==> src/rtl/rbx_pkg.sv <==
package rbx_pkg;

    localparam int unsigned SETUP_CYCLES_DEF = 14;
    localparam int unsigned SLOT_CYCLES_DEF  = 14;
    localparam int unsigned ADDR_W_DEF       = 12;
    localparam int unsigned DATA_W_DEF       = 8;
    localparam int unsigned VAR_W            = 4;

    typedef enum logic {
        DIR_STORE = 1'b0,
        DIR_LOAD  = 1'b1
    } xdir_e;

    typedef enum logic [1:0] {
        PH_IDLE  = 2'd0,
        PH_SETUP = 2'd1,
        PH_SLOT  = 2'd2
    } phase_e;

    typedef struct packed {
        xdir_e            dir;
        logic [VAR_W-1:0] last;
    } req_t;

    function automatic int unsigned span_cycles(int unsigned setup, int unsigned slot,
                                                int unsigned nvar);
        return setup + slot * nvar;
    endfunction

    function automatic int unsigned cnt_width(int unsigned a, int unsigned b);
        int unsigned m;
        m = (a > b) ? a : b;
        return (m < 2) ? 1 : $clog2(m);
    endfunction

endpackage

==> src/rtl/rbx_pacer.sv <==
module rbx_pacer
    import rbx_pkg::*;
#(
    parameter int unsigned SETUP_CYC = SETUP_CYCLES_DEF,
    parameter int unsigned SLOT_CYC  = SLOT_CYCLES_DEF,
    localparam int unsigned CW       = cnt_width(SETUP_CYC, SLOT_CYC)
) (
    input  logic             clk,
    input  logic             rst,
    input  logic             go,
    input  logic [VAR_W-1:0] last_var,
    output phase_e           phase,
    output logic [CW-1:0]    cnt,
    output logic [VAR_W-1:0] var_idx,
    output logic             slot_end,
    output logic             busy,
    output logic             done
);

    localparam logic [CW-1:0] SETUP_LAST = CW'(SETUP_CYC - 1);
    localparam logic [CW-1:0] SLOT_LAST  = CW'(SLOT_CYC - 1);

    always_ff @(posedge clk) begin
        if (rst) begin
            phase   <= PH_IDLE;
            cnt     <= '0;
            var_idx <= '0;
            done    <= 1'b0;
        end else begin
            done <= 1'b0;
            unique case (phase)
                PH_IDLE: begin
                    if (go) begin
                        phase   <= PH_SETUP;
                        cnt     <= '0;
                        var_idx <= '0;
                    end
                end
                PH_SETUP: begin
                    if (cnt == SETUP_LAST) begin
                        phase <= PH_SLOT;
                        cnt   <= '0;
                    end else begin
                        cnt <= cnt + 1'b1;
                    end
                end
                PH_SLOT: begin
                    if (cnt == SLOT_LAST) begin
                        cnt <= '0;
                        if (var_idx == last_var) begin
                            phase <= PH_IDLE;
                            done  <= 1'b1;
                        end else begin
                            var_idx <= var_idx + 1'b1;
                        end
                    end else begin
                        cnt <= cnt + 1'b1;
                    end
                end
                default: phase <= PH_IDLE;
            endcase
        end
    end

    assign busy     = (phase != PH_IDLE);
    assign slot_end = (phase == PH_SLOT) && (cnt == SLOT_LAST);


    done_idle_chk: assert property (@(posedge clk) disable iff (rst)
        done |-> !busy);


    done_pulse_chk: assert property (@(posedge clk) disable iff (rst)
        done |=> !done);


    slot_cnt_range_chk: assert property (@(posedge clk) disable iff (rst)
        (phase == PH_SLOT) |-> (cnt <= SLOT_LAST));


    var_bound_chk: assert property (@(posedge clk) disable iff (rst)
        (phase == PH_SLOT) |-> (var_idx <= last_var));

endmodule

==> src/rtl/rbx_index.sv <==
module rbx_index #(
    parameter int unsigned AW = rbx_pkg::ADDR_W_DEF
) (
    input  logic          clk,
    input  logic          rst,
    input  logic          load,
    input  logic [AW-1:0] load_val,
    input  logic          step,
    output logic [AW-1:0] idx
);

    always_ff @(posedge clk) begin
        if (rst) begin
            idx <= '0;
        end else if (load) begin
            idx <= load_val;
        end else if (step) begin
            idx <= idx + 1'b1;
        end
    end


    idx_step_chk: assert property (@(posedge clk) disable iff (rst)
        ($past(step) && !$past(load)) |-> (idx == AW'($past(idx) + 1'b1)));

endmodule

==> src/rtl/rbx_port.sv <==
module rbx_port
    import rbx_pkg::*;
#(
    parameter int unsigned AW = ADDR_W_DEF,
    parameter int unsigned DW = DATA_W_DEF,
    parameter int unsigned CW = 4
) (
    input  phase_e           phase,
    input  logic [CW-1:0]    cnt,
    input  xdir_e            dir,
    input  logic [VAR_W-1:0] var_idx,
    input  logic [AW-1:0]    idx,
    input  logic [DW-1:0]    vf_rdata,
    input  logic [DW-1:0]    mem_rdata,
    output logic [AW-1:0]    mem_addr,
    output logic [DW-1:0]    mem_wdata,
    output logic             mem_we,
    output logic [VAR_W-1:0] vf_sel,
    output logic [DW-1:0]    vf_wdata,
    output logic             vf_we
);

    localparam logic [CW-1:0] ACCESS_CYC  = '0;
    localparam logic [CW-1:0] CAPTURE_CYC = CW'(1);

    logic in_slot;

    always_comb begin
        in_slot   = (phase == PH_SLOT);
        mem_addr  = idx;
        vf_sel    = var_idx;
        mem_we    = in_slot && (dir == DIR_STORE) && (cnt == ACCESS_CYC);
        mem_wdata = mem_we ? vf_rdata : '0;
        vf_we     = in_slot && (dir == DIR_LOAD) && (cnt == CAPTURE_CYC);
        vf_wdata  = vf_we ? mem_rdata : '0;
    end

endmodule

==> src/rtl/rbx_seq.sv <==
module rbx_seq
    import rbx_pkg::*;
#(
    parameter int unsigned ADDR_W    = ADDR_W_DEF,
    parameter int unsigned DATA_W    = DATA_W_DEF,
    parameter int unsigned SETUP_CYC = SETUP_CYCLES_DEF,
    parameter int unsigned SLOT_CYC  = SLOT_CYCLES_DEF
) (
    input  logic              clk,
    input  logic              rst,
    input  logic              start,
    input  logic              dir_load,
    input  logic [VAR_W-1:0]  x_last,
    input  logic [ADDR_W-1:0] idx_in,
    output logic              busy,
    output logic              done,
    output logic [ADDR_W-1:0] idx_out,
    output logic [ADDR_W-1:0] mem_addr,
    output logic [DATA_W-1:0] mem_wdata,
    output logic              mem_we,
    input  logic [DATA_W-1:0] mem_rdata,
    output logic [VAR_W-1:0]  vf_sel,
    output logic [DATA_W-1:0] vf_wdata,
    output logic              vf_we,
    input  logic [DATA_W-1:0] vf_rdata
);

    localparam int unsigned CW      = cnt_width(SETUP_CYC, SLOT_CYC);
    localparam int unsigned MAX_RUN = span_cycles(SETUP_CYC, SLOT_CYC, 2 ** VAR_W);
    localparam int unsigned RW      = $clog2(MAX_RUN + 2);

    req_t             req_q;
    logic             accept;
    phase_e           phase;
    logic [CW-1:0]    cnt;
    logic [VAR_W-1:0] var_idx;
    logic             slot_end;
    logic [ADDR_W-1:0] idx;

    assign accept = start && !busy;

    always_ff @(posedge clk) begin
        if (rst) begin
            req_q <= '{dir: DIR_STORE, last: '0};
        end else if (accept) begin
            req_q.dir  <= dir_load ? DIR_LOAD : DIR_STORE;
            req_q.last <= x_last;
        end
    end

    rbx_pacer #(
        .SETUP_CYC (SETUP_CYC),
        .SLOT_CYC  (SLOT_CYC)
    ) u_pacer (
        .clk      (clk),
        .rst      (rst),
        .go       (accept),
        .last_var (req_q.last),
        .phase    (phase),
        .cnt      (cnt),
        .var_idx  (var_idx),
        .slot_end (slot_end),
        .busy     (busy),
        .done     (done)
    );

    rbx_index #(
        .AW (ADDR_W)
    ) u_index (
        .clk      (clk),
        .rst      (rst),
        .load     (accept),
        .load_val (idx_in),
        .step     (slot_end),
        .idx      (idx)
    );

    rbx_port #(
        .AW (ADDR_W),
        .DW (DATA_W),
        .CW (CW)
    ) u_port (
        .phase     (phase),
        .cnt       (cnt),
        .dir       (req_q.dir),
        .var_idx   (var_idx),
        .idx       (idx),
        .vf_rdata  (vf_rdata),
        .mem_rdata (mem_rdata),
        .mem_addr  (mem_addr),
        .mem_wdata (mem_wdata),
        .mem_we    (mem_we),
        .vf_sel    (vf_sel),
        .vf_wdata  (vf_wdata),
        .vf_we     (vf_we)
    );

    assign idx_out = idx;

    logic [RW-1:0] run_cnt;
    always_ff @(posedge clk) begin
        if (rst || !busy) run_cnt <= '0;
        else              run_cnt <= run_cnt + 1'b1;
    end


    run_len_chk: assert property (@(posedge clk) disable iff (rst)
        busy |-> (run_cnt < RW'(MAX_RUN)));


    req_hold_chk: assert property (@(posedge clk) disable iff (rst)
        (busy && start) |=> $stable(req_q));


    store_only_chk: assert property (@(posedge clk) disable iff (rst)
        mem_we |-> (busy && !vf_we && req_q.dir == DIR_STORE));


    load_only_chk: assert property (@(posedge clk) disable iff (rst)
        vf_we |-> (busy && req_q.dir == DIR_LOAD && $stable(mem_addr)));


    idle_quiet_chk: assert property (@(posedge clk) disable iff (rst)
        !busy |-> (!mem_we && !vf_we));

endmodule

==> config.mk <==
export PLATFORM = sky130hd
export DESIGN_NAME = rbx_seq
export DESIGN_NICKNAME = d
export VERILOG_FILES = /design/src/rtl/rbx_pkg.sv /design/src/rtl/rbx_pacer.sv /design/src/rtl/rbx_index.sv /design/src/rtl/rbx_port.sv /design/src/rtl/rbx_seq.sv
export SDC_FILE = /design/constraint.sdc
export NUM_CORES = 1
export LEC_CHECK = 0
export ABC_AREA = 1
export BUFFER_PORTS_ARGS = -buffer_cell sky130_fd_sc_hd__buf_4
export CORE_AREA = 2 2 67 69
export DETAILED_ROUTE_END_ITERATION = 8
export DIE_AREA = 0 0 69 71
export PLACE_DENSITY = 0.79
export RECOVER_POWER = 50
export SYNTH_ARGS = -nofsm -noshare
export SYNTH_HDL_FRONTEND = slang
export SYNTH_SLANG_ARGS = --single-unit
==> constraint.sdc <==
create_clock -name clk -period 1.85 [get_ports clk]
set_clock_uncertainty 0.2 [all_clocks]
set_input_delay 0.2775 -clock clk [delete_from_list [all_inputs] [get_ports clk]]
set_output_delay 0.2775 -clock clk [all_outputs]
set_load 0.05 [all_outputs]
Word-level counts from Yosys, hierarchy flattened
Cells that the tools add are included.

Register bits: 28. Bits of input ports: 36. Output and inout bits: 48. Word-level logic and storage cells: 58.

$add $sub $neg: 3. Equal/unequal tests: 10. Multiplexer cells: 17. Bitwise operators: 3. Reductions and logical operators: 18.

Operators with widths (count): two-way mux 12 bit (2); two-way mux 4 bit (4); two-way mux 8 bit (2); case mux 4 bit (2 select lines) (2); adder 12 x 1 -> 12 bit (second input constant) (1); adder 4 x 1 -> 4 bit (second input constant) (2); two-way mux 2 bit (4); inequality test 2 bit (second input constant) (4); AND reduction 4 bit (2); nonzero test 2 bit (4); logical AND 1 bit (6); case mux 2 bit (3 select lines) (1); equality test 4 x 1 -> 1 bit (second input constant) (1); equality test 4 bit (1); equality test 4 bit (second input constant) (1); logical NOT 4 bit (1); inverter 1 bit (3); OR reduction 3 bit (1); equality test 2 x 1 -> 1 bit (second input constant) (1); equality test 2 bit (second input constant) (1); logical NOT 2 bit (1); two-way mux 1 bit (2); inequality test 2 x 1 -> 1 bit (second input constant) (1); AND reduction 2 bit (1); other kinds (2) (2).

Logic depth before layout (Yosys ltp)
Gate-level depths: netlist of the first run.

Depth in word-level cells: 5. Depth in mapped cells: 10. Depth with buffers taken out: 10.

Hierarchy
A second synthesis of the first run with hierarchy kept.

Cells, all modules: 314. Area, all modules: 1998.2 um^2.

Modules (own cells, without submodules): rbx_index (instances 1, cells each 110, area an instance 735.7 um^2, sequential area each 240.2 um^2); rbx_pacer (instances 1, cells each 104, area an instance 705.7 um^2, sequential area each 220.2 um^2); rbx_port (instances 1, cells each 66, area an instance 334.1 um^2, sequential area each 0.0 um^2); rbx_seq (instances 1, cells each 34, area an instance 222.7 um^2, sequential area each 100.1 um^2).

Least setup slack after synthesis of the first run
Ideal clock, no wire load.

Path type: register -> output. Start: register u_pacer.phase[0]. End: output port vf_wdata[0]. Arrival: 1.657 ns. Required time: 1.372 ns. Setup slack: -0.284 ns. Cell stages (with the launch flop): 6. Buffers on the path: 1. Path through: dfxtp_1 > inv_1 > ha_1 > clkbuf_8 > nand4_1 > nor2_1.

Longest elaborated chain between the ends: 4.

RTL lines: start, declared (line rbx_pacer.sv:12) `output phase_e phase,`; start signal, assigned (line rbx_pacer.sv:25) `phase <= PH_IDLE;`; start signal, assigned (line rbx_pacer.sv:34) `phase <= PH_SETUP;`; start signal, assigned (line rbx_pacer.sv:41) `phase <= PH_SLOT;`; equality test 2 bit (line rbx_port.sv:29) `in_slot = (phase == PH_SLOT);`; logical AND 1 bit (2 in a row) (line rbx_port.sv:34) `vf_we = in_slot && (dir == DIR_LOAD) && (cnt == CAPTURE_CYC);`; two-way mux 8 bit (line rbx_port.sv:35) `vf_wdata = vf_we ? mem_rdata : '0;`; end, declared (line rbx_seq.sv:23) `output logic [DATA_W-1:0] vf_wdata,`.

Every way passes these cells.

Worst setup path in the final report of the first run
Start: register u_pacer.phase[1]. End: output port busy.

Longest elaborated chain between the ends: 1.

RTL lines: nonzero test 2 bit (line rbx_pacer.sv:65) `assign busy = (phase != PH_IDLE);`; end, declared (line rbx_seq.sv:15) `output logic busy,`.

Every way passes these cells.

==> results.json, run 1 <==
{
  "status": "finished, violations left",
  "violations": "setup timing",
  "wl_um": 5041,
  "syn-num-nets": 347,
  "top_usage_layer": "met2",
  "place_area_um2": 2625,
  "period_minus_slack_ns": 1.906,
  "cp_slowest_cell": "dfxtp_2",
  "yosysTopAreaCell": "dfxtp_1",
  "dieHeight_um": 71,
  "cts.clk_slew.worst_paths_ns": 0.10,
  "fin_util_pct": 67.20,
  "syn_inst": 303,
  "grt_overflow": 0,
  "cap_viol_max_count": 0,
  "place.gp.congestion": 0.8655,
  "crit_chain": "inv_1 > ha_1 > clkinvlp_4 > buf_4",
  "reg2reg_slack_ns": 0.08,
  "cp.required_ns": 1.37,
  "grt_pass1_wl_um": 8418,
  "critical_path_class": "reg -> out",
  "grtUsageMet2_pct": 35.79,
  "crit_path_end_kind": "output pin",
  "yosys-top-cells-count": "nand2_1 (68), inv_1 (51), nor2_1 (44)",
  "viasPerCell": 4.871,
  "start_util_pct": 46.58,
  "peakVddDrop_v": 0.0007354,
  "synth_area_um2": 1958,
  "ant_nets": 0,
  "ys_seq_area_share_pct": 28.63,
  "use_met3_pct": 3.704,
  "avgSynthCellArea_um2": 6.462,
  "synth-main-ff-cell": "dfxtp_1",
  "max-clock-path-buffers": 2,
  "synthArstFlopShare_pct": 0,
  "rows": 24,
  "synth-seq-cells": 28,
  "vias": 2148,
  "cp_max_fo": 4,
  "synth_top_cell_area_share_pct": 28.63,
  "max_freq_ghz": 0.5245,
  "grt_max_degree": 16,
  "grt_pass1_vias": 1945,
  "ios": 84,
  "dieWidth_um": 69,
  "tns_ns": -0.2360,
  "yosysWarnings": 0,
  "setup_viol_count_final": 16,
  "wire_per_inst_um": 11.43,
  "worst_path_largest_cell_delay_ns": 0.35,
  "fillers": 410,
  "rsz0062_at_grt": "true",
  "setup_slack_ns": -0.05649,
  "firstDrtPassIters": 4,
  "p_leak_nw": 1.378,
  "synth_cell_types": 34,
  "io_buffers": 83,
  "dp_hpwl_um": 3803,
  "worst_slew_pin_slew_ns": 0.6012,
  "cts_tree": "built",
  "maxSlewViolCount": 0,
  "fin_nets": 434,
  "grtUsageTotal_pct": 20.17,
  "hold_buffers": 0,
  "stdcell_area_um2": 2825,
  "drc": 0,
  "synth_edf_count": 0,
  "cts_num_sinks": 28,
  "drive_gt1_share_pct": 35.73,
  "globalRouteMet1Util_pct": 25.07,
  "dieArea_um2": 4899,
  "hp-class": "in -> reg",
  "worstSetupStartpointType": "register",
  "maxSlewHeadroom_pct": 60.10,
  "yosysMostFrequentCell": "nand2_1",
  "hold_viol": 0,
  "antenna_found_initial": 0,
  "clockRootBuffer": "clkbuf_8",
  "syn_to_final_growth_pct": 44.28,
  "cts_buffers": 3,
  "antenna_cells": 0,
  "htree_num_levels": 1,
  "synth_area_leaders": "dfxtp_1 (29%), nand2_1 (13%), inv_1 (9.8%)",
  "drt-initial-drc-count": 95,
  "power.density_nw_per_um2": 1215,
  "arrival_ns": 1.43,
  "fin_crit_sh_pct": 103.1,
  "worstSkewPairLatency_ns": 0.28,
  "coreArea_um2": 4204
}
-- final timing paths --
path	startpoint	end	cells past startpoint
setup / recovery	u_pacer.phase[1]	busy	4
hold reg to reg	req_q[0]	req_q[0]	2
setup reg to reg	u_pacer.phase[1]	u_pacer.var_idx[1]	9
hold / removal	x_last[3]	req_q[3]	3
-- routing by layer --
metal	up-vias	share of wire (%)
li1	1117	-
met1	951	44
met2	76	49
met3	4	6.2
met4	0	0.63
met5	-	0
-- sequential cells by signal (all words and copies together) (netlist names) --
signal           cells
req_q                5
u_pacer.var_idx      4
u_pacer.cnt          4
u_pacer.done         1
u_pacer.phase        2
u_index.idx         12
-- power by group --
group | switching [mW] | internal [mW] | leakage [nW] | total (mW)
Sequential | 0.166 | 0.756 | 0.233 | 0.922
Combinational | 1.45 | 0.672 | 1.12 | 2.12
Clock | 0.199 | 0.191 | 0.0288 | 0.389
Total | 1.81 | 1.62 | 1.38 | 3.43
-- area by class of cell --
class / instances / area [um2] / share of cell area [%]
repair buffers: 100 / 759.5 / 26.88
inverters: 53 / 216.5 / 7.662
flip-flops and latches: 28 / 573.1 / 20.28
well taps: 52 / 65.06 / 2.303
multi-input cells: 204 / 1156 / 40.92
clock buffers: 4 / 55.05 / 1.949
-- per-stage QoR --
stage	cells	hold slack, ns	worst slack, ns	power (mW)
5_1_grt	441	0.06583	-0.1177	3.664
6_report	441	0.06839	-0.05649	3.432
3_3_place_gp	427	0.2553	0.1493	2.924
4_1_cts	432	0.05912	-0.03677	3.419
3_5_place_dp	427	0.2633	0.09108	2.957
2_1_floorplan	303	0.1469	-0.2501	2.469
-- layout by cell type, fill, tap and decap left out, types with 5 or more instances in the layout --
cell type / netlist / routed
clkbuf_1: 2 / 10
nand3_1: 17 / 17
nor2_2: 4 / 19
clkbuf_2: 0 / 17
o21ai_0: 15 / 14
nand2_1: 68 / 68
nor2_1: 44 / 27
buf_6: 1 / 21
dfxtp_1: 28 / 22
inv_1: 51 / 46
nand4_1: 10 / 10
ha_1: 8 / 5
a21oi_1: 16 / 16
buf_4: 12 / 50
-- kinds of logic after synthesis --
| family | after synthesis | synth area share [%] |
|---|---|---|
| buf+inv | 71 | 17.19 |
| flops | 28 | 28.63 |
| xor+xnor | 3 | 1.342 |
| compound gates | 41 | 12.27 |
| fa+ha+maj | 8 | 5.112 |
| simple gates | 152 | 35.46 |
-- worst max-delay path, delay by kind of cell (launching register included) --
family | cells | cell delay [ns]
buffers and inverters | 3 | 0.51
flip-flops | 1 | 0.35
adder cells (fa/ha/maj) | 1 | 0.30
-- repair_timing --
item,in CTS,in global routing
pin swaps,0,3
setup endpoints to repair,18,34
buffers inserted,1,8
resized for setup,30,14
gates cloned,0,1
Note: power is estimated with default switching activity, not from simulation.
==> run 2, diff against run 1 <==
--- a/config.mk
+++ b/config.mk
@@ -12,6 +12,7 @@
 export DIE_AREA = 0 0 69 71
 export PLACE_DENSITY = 0.79
 export RECOVER_POWER = 50
+export REMOVE_ABC_BUFFERS = 1
 export SYNTH_ARGS = -nofsm -noshare
 export SYNTH_HDL_FRONTEND = slang
 export SYNTH_SLANG_ARGS = --single-unit
==> constraint.sdc (replaced) <==
create_clock -name clk -period 1.85 [get_ports clk]
set_clock_uncertainty 0.2 [all_clocks]
set_input_delay 0.2775 -clock clk [delete_from_list [all_inputs] [get_ports clk]]
set_output_delay 0.2775 -clock clk [all_outputs]
set_load 0.01 [all_outputs]
==> run 2 against run 1 <==
Effect of this change:
- the flow still finishes with violations (setup timing)
- clock-buffer cell count is 1 lower
- cell count is the same
- first-iteration DRC count decreased by 8.4%
- combinational power shrank 29%
- hold slack worse by 0.011 ns
- global-route usage shrank 0.31 points
- sequential share of layout area up 0.35 points
- wire length increased by 0.34%
- register-to-register slack better by 0.03 ns
- critical endpoint is now mem_wdata[3]
==> results.json, run 2 (synthesis gave the netlist of run 1 again) <==
{
  "dieWidth_um": 69,
  "antenna_found_initial": 0,
  "cts_buffers": 3,
  "stdcell_count": 441,
  "min_to": "u_index.idx[11]",
  "status": "finished, violations left",
  "cp.required_ns": 1.37,
  "crit_chain": "inv_4 > ha_4 > nand4_1 > buf_2 > nor2_1 > buf_4",
  "p_int_mw": 1.671,
  "reg2reg_slack_ns": 0.11,
  "crit_path_end_kind": "output pin",
  "arrival_ns": 1.40,
  "wl_um": 5058,
  "drt-initial-drc-count": 87,
  "worstHoldStart": "rst",
  "swShare_pct": 42.71,
  "setup_slack_ns": -0.03214,
  "p_leak_nw": 1.316,
  "largest_reg_flops": 12,
  "dieHeight_um": 71,
  "peakVddDrop_v": 0.0006009,
  "min_path_cells": 2,
  "antenna_cells": 0,
  "drc": 0,
  "cp_slowest_cell": "dfxtp_2",
  "power_switching_mw": 1.245,
  "final_common_cell": "nand2_1",
  "syn_to_final_growth_pct": 41.53,
  "grt_max_degree": 17,
  "r2r-end": "u_pacer.phase[1]",
  "power_frac_comb_pct": 51.8,
  "hold_viol": 0,
  "grtUsageTotal_pct": 19.86,
  "wire_per_inst_um": 11.47,
  "cap_viol_max_count": 0,
  "maxSlewViolCount": 0,
  "clockRootBuffer": "clkbuf_8",
  "hp-class": "in -> reg",
  "cts.clk_slew.worst_paths_ns": 0.09,
  "place.gp.congestion": 0.8141,
  "coreArea_um2": 4204,
  "seqPwrFrac_pct": 31.5,
  "largest_register": "u_index.idx",
  "max_freq_ghz": 0.5313,
  "setup_viol_count_final": 3,
  "start_util_pct": 46.58,
  "rr_worst_depth": 9,
  "critical_path_class": "reg -> out",
  "worst_slew_pin_slew_ns": 0.3902,
  "grt_pass1_vias": 1952,
  "io_buffers": 83,
  "drive_gt1_share_pct": 30.33,
  "violations": "setup timing",
  "cts_num_sinks": 28,
  "viasPerCell": 4.952,
  "dieArea_um2": 4899,
  "fin_crit_sh_pct": 101.7,
  "worstSetupStartpointType": "register",
  "ant_nets": 0,
  "hold_buffers": 0,
  "power_mw": 2.916,
  "cts_tree": "built",
  "maxSlewHeadroom_pct": 73.89,
  "worst_path_largest_cell_delay_ns": 0.35,
  "htree_num_levels": 1,
  "vias": 2184,
  "worstSkewPairLatency_ns": 0.28,
  "rows": 24,
  "cp_max_fo": 5,
  "power.density_nw_per_um2": 1052,
  "grt_pass1_wl_um": 8259,
  "crit_cells": 6,
  "dp.cells": 426,
  "max-clock-path-buffers": 2,
  "grt_overflow": 0,
  "rsz0062_at_grt": "true",
  "firstDrtPassIters": 5,
  "reg.largest.list": "u_index.idx: 12 flops, req_q: 5 flops",
  "mostFrequentLayoutCells": "nand2_1 (68), buf_4 (61), inv_1 (44)",
  "crit_family": "buffers and inverters",
  "ios": 84,
  "period_minus_slack_ns": 1.882,
  "dp_hpwl_um": 3774,
  "power_frac_clock_pct": 16.7,
  "critPathBufInv": 3,
  "fin_nets": 434,
  "r2r-start": "u_pacer.phase[1]"
}
-- run 2: timing repair --
action                                  in CTS  in global routing
gates cloned                                 0                  2
pin swaps                                    2                  4
setup buffers                                2                  7
endpoints found under the setup margin      18                 38
resized for setup                            9                 45
-- run 2: worst register-to-register path: cells and delay by family, from the launching register on --
| family | cells | cell delay, ns |
|---|---|---|
| compound gates | 1 | 0.21 |
| fa+ha+maj | 1 | 0.25 |
| buf+inv | 2 | 0.19 |
| flops | 1 | 0.36 |
| simple gates | 5 | 0.46 |
-- run 2: how the worst max path moves through the flow --
| stage | slack (ns) | from | to |
|---|---|---|---|
| 2_1_floorplan | 0.07 | u_pacer.phase[0] | u_index.idx[5] |
| 3_3_place_gp | 0.07 | u_pacer.phase[0] | mem_wdata[0] |
| 3_5_place_dp | -0.01 | u_pacer.phase[0] | mem_wdata[0] |
| 4_1_cts | 0.004 | u_pacer.cnt[1] | mem_wdata[5] |
| 5_1_grt | -0.15 | u_pacer.cnt[0] | mem_wdata[7] |
| 6_report | -0.03 | u_pacer.phase[0] | mem_wdata[3] |
-- run 2: layout make-up --
class,count,area (um2)
Fill cell,399,1433
Multi-Input combinational cell,204,1166
Timing Repair Buffer,100,681.9
Sequential cell,28,571.8
Inverter,53,215.2
Tap cell,52,65.06
Clock buffer,3,41.29
Clock inverter,1,30.03
-- run 2: per-stage QoR --
stage | TNS, ns | area [um2] | utilization, % | hold slack, ns | setup WS [ns]
6_report | -0.06378 | 2771 | 65.92 | 0.05778 | -0.03214
5_1_grt | -1.263 | 2771 | 65.92 | 0.06502 | -0.1499
4_1_cts | 0 | 2676 | 63.66 | 0.05496 | 0.003512
3_5_place_dp | -0.01365 | 2559 | 60.86 | 0.2610 | -0.01365
3_3_place_gp | 0 | 2559 | 60.86 | 0.2526 | 0.07228
2_1_floorplan | 0 | 1826 | - | 0.1399 | 0.07149
-- run 2: power groups by stage --
stage | registers, mW | clock network, mW | logic (mW)
detailed placement | 0.910 | 0 | 1.44
finish | 0.918 | 0.487 | 1.51
CTS | 0.909 | 0.497 | 1.47
global route | 0.941 | 0.532 | 1.69
global placement | 0.900 | 0 | 1.41
floorplan | 0.954 | 0 | 0.801
-- run 2: per-layer routing --
layer	GRT usage, %	vias up	part of all wire (%)
met2	35.90	76	52
met4	6.318	0	1.0
met3	4.131	6	6.9
met1	23.56	983	40
li1	-	1119	-
met5	0	-	0
==> run 3, diff against run 2 <==
--- a/config.mk
+++ b/config.mk
@@ -10,6 +10,7 @@
 export CORE_AREA = 2 2 67 69
 export DETAILED_ROUTE_END_ITERATION = 8
 export DIE_AREA = 0 0 69 71
+export MAX_ROUTING_LAYER = met4
 export PLACE_DENSITY = 0.79
 export RECOVER_POWER = 50
 export REMOVE_ABC_BUFFERS = 1
==> run 3 against run 2 <==
Effect of this change:
- the run still ends with setup timing left
- non-clock buffer count unchanged
- clock power about the same
- core utilization unchanged
- wire length unchanged
- register-to-register slack about the same
- via count up 0.23%
- die area unchanged
- critical path depth unchanged
- global-route usage up 0.64 points
- sequential power about the same
- maximum frequency up 0.14%
- critical path type unchanged
- critical endpoint unchanged
==> results.json, run 3 (synthesis gave the netlist of run 1 again) <==
{
  "status": "finished, violations left",
  "violations": "setup timing",
  "cp.required_ns": 1.37,
  "syn_to_final_growth_pct": 41.53,
  "fin_crit_sh_pct": 101.6,
  "worst_slew_pin_slew_ns": 0.3901,
  "drc": 0,
  "drive_gt1_share_pct": 30.33,
  "cp_max_fo": 5,
  "drt-initial-drc-count": 90,
  "fin_nets": 434,
  "worstSkewPairLatency_ns": 0.28,
  "cts_tree": "built",
  "hold_viol": 0,
  "max-clock-path-buffers": 2,
  "worstHoldStart": "rst",
  "start_util_pct": 46.58,
  "place_area_um2": 2559,
  "dp_hpwl_um": 3774,
  "arrival_ns": 1.40,
  "reg.largest.list": "u_index.idx: 12 flops, req_q: 5 flops",
  "critical_path_class": "reg -> out",
  "stdcell_area_um2": 2771,
  "hp-class": "in -> reg",
  "grt_overflow": 0,
  "coreArea_um2": 4204,
  "dieWidth_um": 69,
  "largest_register": "u_index.idx",
  "crit_path_end_kind": "output pin",
  "mostFrequentLayoutCells": "nand2_1 (68), buf_4 (61), inv_1 (44)",
  "io_buffers": 83,
  "wire_per_inst_um": 11.47,
  "grt_pass1_vias": 1950,
  "wl_um": 5058,
  "r2r-end": "u_index.idx[4]",
  "cts_buffers": 3,
  "antenna_found_initial": 0,
  "firstDrtPassIters": 5,
  "maxSlewHeadroom_pct": 73.90,
  "dieHeight_um": 71,
  "ant_nets": 0,
  "p_leak_nw": 1.316,
  "maxSlewViolCount": 0,
  "largest_reg_flops": 12,
  "place.gp.congestion": 0.8262,
  "ios": 84,
  "worstSetupStartpointType": "register",
  "grtUsageTotal_pct": 20.50,
  "power.density_nw_per_um2": 1053,
  "grt_max_degree": 17,
  "cap_viol_max_count": 0,
  "htree_num_levels": 1,
  "final_common_cell": "nand2_1",
  "antenna_cells": 0,
  "grt_pass1_wl_um": 8273,
  "rsz0062_at_grt": "true",
  "min_to": "u_index.idx[11]",
  "viasPerCell": 4.964,
  "vias": 2189,
  "reg2reg_slack_ns": 0.11,
  "fillers": 399,
  "post-place-ws_ns": -0.01365,
  "dieArea_um2": 4899,
  "rr_worst_depth": 7,
  "setup_viol_count_final": 4,
  "max_freq_ghz": 0.5321,
  "period_minus_slack_ns": 1.879,
  "cts.clk_slew.worst_paths_ns": 0.09,
  "r2r-start": "u_pacer.phase[1]",
  "peakVddDrop_v": 0.0006015,
  "clockRootBuffer": "clkbuf_8",
  "cts_num_sinks": 28,
  "rows": 24,
  "min_path_cells": 2,
  "setup_slack_ns": -0.02943
}
## run 3: what timing repair did
action	4_1_cts	5_1_grt
buffers inserted	2	7
resized for setup	9	45
gates cloned	0	2
pin swaps	2	4
hold buffers	0	0
endpoints found under the setup margin	18	38
## run 3: critical path, stage by stage (launching register included)
cell and delay, ns:
dfxtp_2 0.35, inv_4 0.07, ha_4 0.15, nand4_1 0.14
buf_2 0.18, nor2_1 0.11, buf_4 0.13
## run 3: worst max-delay path by stage
stage / startpoint / endpoint / slack, ns / cells after the start
after floorplan: u_pacer.phase[0] / u_index.idx[5] / 0.07 / 8
after global placement: u_pacer.phase[0] / mem_wdata[0] / 0.07 / 5
after detailed placement: u_pacer.phase[0] / mem_wdata[0] / -0.01 / 5
after CTS: u_pacer.cnt[1] / mem_wdata[5] / 0.004 / 6
after global routing: u_pacer.cnt[0] / mem_wdata[7] / -0.15 / 6
final: u_pacer.phase[0] / mem_wdata[3] / -0.03 / 6
## run 3: area by class of cell
cell class / instances / area [um2] / area share [%]
Sequential cell: 28 / 571.8 / 20.63
Tap cell: 52 / 65.06 / 2.348
Clock inverter: 1 / 30.03 / 1.084
Inverter: 53 / 215.2 / 7.765
Multi-Input combinational cell: 204 / 1166 / 42.08
Clock buffer: 3 / 41.29 / 1.490
Timing Repair Buffer: 100 / 681.9 / 24.60
## run 3: power by group
group	internal (mW)	total (mW)	leakage, nW	switching (mW)
logic	0.628	1.51	1.05	0.884
registers	0.753	0.918	0.232	0.165
clock network	0.290	0.488	0.0357	0.198
## run 3: through the flow
step | hold WS (ns) | TNS [ns] | std cells | power, mW | util (%)
floorplan | 0.1399 | 0 | 285 | 1.754 | -
global placement | 0.2526 | 0 | 426 | 2.308 | 60.86
detailed placement | 0.2610 | -0.01365 | 426 | 2.346 | 60.86
CTS | 0.05496 | 0 | 432 | 2.875 | 63.66
global route | 0.06502 | -1.269 | 441 | 3.161 | 65.92
finish | 0.05581 | -0.06013 | 441 | 2.917 | 65.92
## run 3: metal layers
metal	GRT usage (%)	vias up	part of all wire [%]
met5	-	-	0
met4	6.318	0	1.0
met3	4.131	6	6.7
met2	35.90	76	52
met1	23.64	988	40
li1	-	1119	-
